--- src/rtl/sync_cnt_pkg.sv ---
package sync_cnt_pkg;

  typedef enum logic [1:0] {
    OP_HOLD  = 2'd0,
    OP_LOAD  = 2'd1,
    OP_COUNT = 2'd2
  } cnt_op_e;

endpackage

--- src/rtl/sync_cnt_ctrl.sv ---
module sync_cnt_ctrl
  import sync_cnt_pkg::*;
(
  input  logic    load_n,
  input  logic    en_p,
  input  logic    en_t,
  output cnt_op_e op
);

  // load wins over both enables; counting needs both enables
  always_comb begin
    if (!load_n)            op = OP_LOAD;
    else if (en_p && en_t)  op = OP_COUNT;
    else                    op = OP_HOLD;
  end

endmodule

--- src/rtl/sync_cnt_next.sv ---
module sync_cnt_next
  import sync_cnt_pkg::*;
#(
  parameter int unsigned W = 4
) (
  input  cnt_op_e        op,
  input  logic [W-1:0]   cur,
  input  logic [W-1:0]   load_val,
  output logic [W-1:0]   nxt,
  output logic           upd
);

  always_comb begin
    nxt = cur;
    upd = 1'b0;
    case (op)
      OP_LOAD: begin
        nxt = load_val;
        upd = 1'b1;
      end
      OP_COUNT: begin
        nxt = cur + W'(1);
        upd = 1'b1;
      end
      default: begin
        nxt = cur;
        upd = 1'b0;
      end
    endcase
  end

endmodule

--- src/rtl/sync_cnt_stage.sv ---
module sync_cnt_stage
  import sync_cnt_pkg::*;
#(
  parameter int unsigned W = 4
) (
  input  logic         clk,
  input  logic         clear_n,
  input  logic         load_n,
  input  logic         en_p,
  input  logic         en_t,
  input  logic [W-1:0] din,
  output logic [W-1:0] q,
  output logic         carry
);

  cnt_op_e      op;
  logic [W-1:0] q_r;
  logic [W-1:0] q_nxt;
  logic         upd;

  sync_cnt_ctrl u_ctrl (
    .load_n (load_n),
    .en_p   (en_p),
    .en_t   (en_t),
    .op     (op)
  );

  sync_cnt_next #(.W(W)) u_next (
    .op       (op),
    .cur      (q_r),
    .load_val (din),
    .nxt      (q_nxt),
    .upd      (upd)
  );

  // state register with written-out clock enable
  always_ff @(posedge clk or negedge clear_n) begin
    if (!clear_n)  q_r <= '0;
    else if (upd)  q_r <= q_nxt;
  end

  // carry is fed forward from the chained enable only
  always_comb carry = en_t & (&q_r);

  assign q = q_r;

  // clear holds the count at zero at every edge it covers
  p_clear_zero_r1: assert property (@(posedge clk)
    !clear_n |-> (q_r == '0));

  // load copies data regardless of the enables
  p_load_data_r2: assert property (@(posedge clk) disable iff (!clear_n)
    !load_n |=> (q_r == $past(din)));

  // enabled increment with wrap
  p_count_up_r3: assert property (@(posedge clk) disable iff (!clear_n)
    (load_n && en_p && en_t) |=> (q_r == W'($past(q_r) + W'(1))));

  // either enable low holds the count
  p_hold_r4: assert property (@(posedge clk) disable iff (!clear_n)
    (load_n && !(en_p && en_t)) |=> $stable(q_r));

  // carry only at all ones with the chained enable high
  p_carry_full_r5: assert property (@(posedge clk) disable iff (!clear_n)
    carry |-> (en_t && (q_r == {W{1'b1}})));

endmodule

--- src/rtl/sync_cnt_chain.sv ---
module sync_cnt_chain #(
  parameter int unsigned STAGES  = 2,
  parameter int unsigned STAGE_W = 4
) (
  input  logic                        clk,
  input  logic                        clear_n,
  input  logic                        load_n,
  input  logic                        cnt_en_p,
  input  logic                        cnt_en_t,
  input  logic [STAGES*STAGE_W-1:0]   din,
  output logic [STAGES*STAGE_W-1:0]   q,
  output logic                        carry_out
);

  localparam int unsigned TOT_W = STAGES * STAGE_W;

  // link[k] is the chained enable of stage k; link[STAGES] is the top carry
  logic [STAGES:0] link;

  assign link[0] = cnt_en_t;

  for (genvar k = 0; k < STAGES; k++) begin : g_stage
    sync_cnt_stage #(.W(STAGE_W)) u_stage (
      .clk     (clk),
      .clear_n (clear_n),
      .load_n  (load_n),
      .en_p    (cnt_en_p),
      .en_t    (link[k]),
      .din     (din[k*STAGE_W +: STAGE_W]),
      .q       (q[k*STAGE_W +: STAGE_W]),
      .carry   (link[k+1])
    );
  end

  assign carry_out = link[STAGES];

  // the chain counts as one wide counter when enabled
  p_chain_count_r6: assert property (@(posedge clk) disable iff (!clear_n)
    (load_n && cnt_en_p && cnt_en_t) |=> (q == TOT_W'($past(q) + TOT_W'(1))));

  // the top carry marks a full chain with the entry enable high
  p_chain_carry_r6: assert property (@(posedge clk) disable iff (!clear_n)
    carry_out |-> (cnt_en_t && (q == {TOT_W{1'b1}})));

endmodule

--- config.mk ---
export PLATFORM = sky130hd
export DESIGN_NAME = sync_cnt_chain
export DESIGN_NICKNAME = d
export VERILOG_FILES = /design/src/rtl/sync_cnt_pkg.sv /design/src/rtl/sync_cnt_ctrl.sv /design/src/rtl/sync_cnt_next.sv /design/src/rtl/sync_cnt_stage.sv /design/src/rtl/sync_cnt_chain.sv
export SDC_FILE = /design/constraint.sdc
export NUM_CORES = 1
export LEC_CHECK = 0
export BUFFER_PORTS_ARGS = -buffer_cell sky130_fd_sc_hd__clkbuf_2
export CORE_AREA = 2 2 39 41
export CTS_CLUSTER_SIZE = 12
export DETAILED_ROUTE_END_ITERATION = 12
export DIE_AREA = 0 0 41 43
export PLACE_DENSITY = 0.63
export SETUP_SLACK_MARGIN = 0.2
export SLEW_MARGIN = 40
export SYNTH_ARGS = -nofsm -noshare
export SYNTH_HDL_FRONTEND = slang
export SYNTH_SLANG_ARGS = --single-unit
--- constraint.sdc ---
create_clock -name clk -period 2 [get_ports clk]
set_clock_uncertainty 0.05 [all_clocks]
set_input_delay 0.6 -clock clk [delete_from_list [all_inputs] [get_ports clk]]
set_output_delay 0.6 -clock clk [all_outputs]
set_load 0.1 [all_outputs]
==> summary.md <==
| Metric | Value |
|---|---|
| Port Buffer Count | `21` |
| Cell Rows | `14` |
| Fmax | `0.522 GHz` |
| Post-synthesis sequential area ratio | `44.0%` |
| Drt via density | `5.20` |
| Num ports | `22` |
| Tmin final | `1910 ps` |
| Synth Flop Type | `dfrtp_1` |
| Initial DRC count | `1` |
| Clock sinks | `8` |
| Gr usage total | `16.0%` |
| Maximum VDD drop | `382 uV` |
| Die height | `43 um` |
| Post-Syn Instances | `50` |
| Top-count cell post-synth | `nor2_1` |
| Worst Max-Slew Pin Slew | `537 ps` |
| Final setup fails | `0` |
| Vias in the first global route | `453` |
| Final wirelength | `1.16 mm` |
| Rel. slew slack | `64.3%` |
| Initial antenna violation count | `0` |
| Synth Area per Inst | `9.11 sq um` |
| Hold Path Class | `input port to async pin` |
| First-pass GRT wire length | `1.90 mm` |
| Remaining DRCs | `0` |
| Die Width | `41 um` |
| Crit-path max FO | `5` |
| Initial Util | `32.9%` |
| Kind of critical path | `flop to output port` |
| Worst setup SP type | `flop` |
| Fin. Hold Viols | `0` |
| Worst-skew pair later-pin latency | `250 ps` |
| Worst endpoint required time | `1350 ps` |
| Root buf cell | `clkbuf_4` |
| Clk buf depth | `2` |
| Critical path data arrival time | `1260 ps` |
| Final max-slew violation count | `0` |
| Crit path cell chain | `ha_1 -> nand3_2 -> nor2_4 -> buf_12` |
| H-tree depth | `1` |
| R2R Setup Slk | `380 ps` |
| Met1 Use GR | `17.8%` |
| Busiest grt layer | `met2` |
| Crit path capture type | `output port` |
| Largest net degree at the start of global routing | `17` |
| WL/cell | `12.6 um` |
| Crit share post-route | `95.7%` |
| Clock Pin Slew Worst Setup and Hold Paths | `60 ps` |
| Synth async-reset ratio | `100%` |
| First-pass DRT Iterations | `2` |
| Yosys cell types | `19` |
| Hold_buf cts | `0` |
| Post-layout power | `586 uW` |
| Share of the synthesized area in the top cell type | `44.0%` |
| Cell area after synthesis | `455 sq um` |
| CTS tree | `done` |
| Post-synth EDFFs | `0` |
| Slowest-stage cell, CP | `dfrtp_4` |
| Post-DRT Antenna Nets | `0` |
| Status | `completed` |
| RD Place Congestion | `0.680` |
| Met2 Use GR | `25.9%` |
| Max Cap Viol | `0` |
| Max reg flops | `8` |
| Post-DP HPWL | `822 um` |
| Post-route setup TNS | `0 ps` |
| Lkg Pwr | `0.000286 uW` |
| Share of cells above drive strength 1 | `53.9%` |
| RSZ-0062 raised after global routing | `yes` |
| Via count | `478` |
| GR Overflow Total | `0` |
| Synth warn | `0` |
| Synth cell count leaders | `nor2_1 (9), dfrtp_1 (8)` |
| Dominant cells by area after synthesis | `dfrtp_1 (44%), nor2_1 (7.4%), a31oi_1 (5.5%), ha_1 (5.5%), a21oi_1 (4.4%)` |
| PwrDens | `859 nW/um^2` |
| Synth-to-layout area growth | `49.7%` |
| Nets | `93` |
| CORE AREA | `1380 sq um` |
| Area leader, netlist | `dfrtp_1` |
| Met3 Use GR | `5.24%` |
| CP peak stage delay | `490 ps` |
| #FFs+latches synth | `8` |
| Die area | `1760 sq um` |
| Synthesized Nets | `65` |
| Diodes inserted | `0` |
| CTS buffer count | `3` |
report_power, final:
group | switching, uW | internal (uW)
registers | 24.3 | 187
logic | 187 | 65.8
clock network | 53.1 | 68.6
cells by family after synthesis:
| group | share of synthesized area, % |
|---|---|
| adders and majority gates | 5.49 |
| and+or+nand+nor | 22.8 |
| muxes | 2.20 |
| xor gates and xnor gates | 3.85 |
| AOI/OAI and AO/OA | 17.6 |
| DFF | 44.0 |
| buffers and inverters | 4.12 |
critical path: cells and delay by family, from the launching register on:
kind,cells,cell delay [ps]
AND/OR/NAND/NOR,2,150
adder cells (fa/ha/maj),1,210
buffers and inverters,1,160
flip-flops,1,490
per-stage QoR:
stage          util (%)  hold slack, ps  worst slack (ps)  std cells  cell area (sq um)
3_5_place_dp       44.6             415               163         85                617
3_3_place_gp       44.6             414               184         85                617
5_1_grt            49.3             149              37.3         92                682
2_1_floorplan         -             254              -113         50                495
6_report           49.3             146              85.0         92                682
4_1_cts            49.3             148              76.8         92                682
layer usage:
metal | wire length [um] | vias up
met5 | 0 | -
met4 | 12 | 0
met3 | 63 | 2
met2 | 578 | 14
met1 | 501 | 223
li1 | - | 239
area by class of cell:
cell class	count	area (sq um)
clock buffer	3	22.5
sequential	8	220
fill	132	702
timing repair buffer	25	158
multi-input combinational	40	262
tap	16	20.0
what timing repair did:
action	4_1_cts	5_1_grt
pin swaps	2	0
setup endpoints to repair	4	5
resized for setup	4	4
setup buffers	4	0
final timing paths:
kind	cells past startpoint	from	to
max	4	g_stage[1].u_stage.q[0]	carry_out
min reg2reg	2	g_stage[1].u_stage.q[3]	g_stage[1].u_stage.q[3]
max in group asynchronous	1	clear_n	g_stage[0].u_stage.q[1]
min in group clk	3	din[4]	g_stage[1].u_stage.q[0]
max reg2reg	5	g_stage[0].u_stage.q[0]	g_stage[1].u_stage.q[0]
min	1	clear_n	g_stage[1].u_stage.q[0]
cells in the final DEF (no fill, tap or decap):
| cell | synthesis | layout |
|---|---|---|
| clkbuf_2 | 0 | 14 |
| nor2_1 | 9 | 8 |
| clkbuf_4 | 1 | 5 |
| buf_4 | 0 | 5 |
| a31oi_1 | 4 | 4 |
| o21ai_0 | 4 | 4 |
| a21oi_1 | 4 | 4 |
| dfrtp_4 | 0 | 4 |
| dfrtp_2 | 0 | 4 |
| nand3_1 | 4 | 3 |
| buf_2 | 0 | 3 |
| nand4_1 | 2 | 2 |
| or3_1 | 2 | 2 |
| xor2_1 | 2 | 2 |
| nand3_2 | 0 | 1 |
| nor2_4 | 0 | 1 |
| nand2_2 | 1 | 1 |
| nand2_1 | 1 | 1 |
| o31ai_1 | 1 | 1 |
| or4_1 | 1 | 1 |
| o21a_1 | 1 | 1 |
| or3_2 | 1 | 1 |
| mux2i_1 | 1 | 1 |
| ha_1 | 2 | 1 |
| ha_4 | 0 | 1 |
| buf_12 | 0 | 1 |
(Power assumes the default switching activity.)
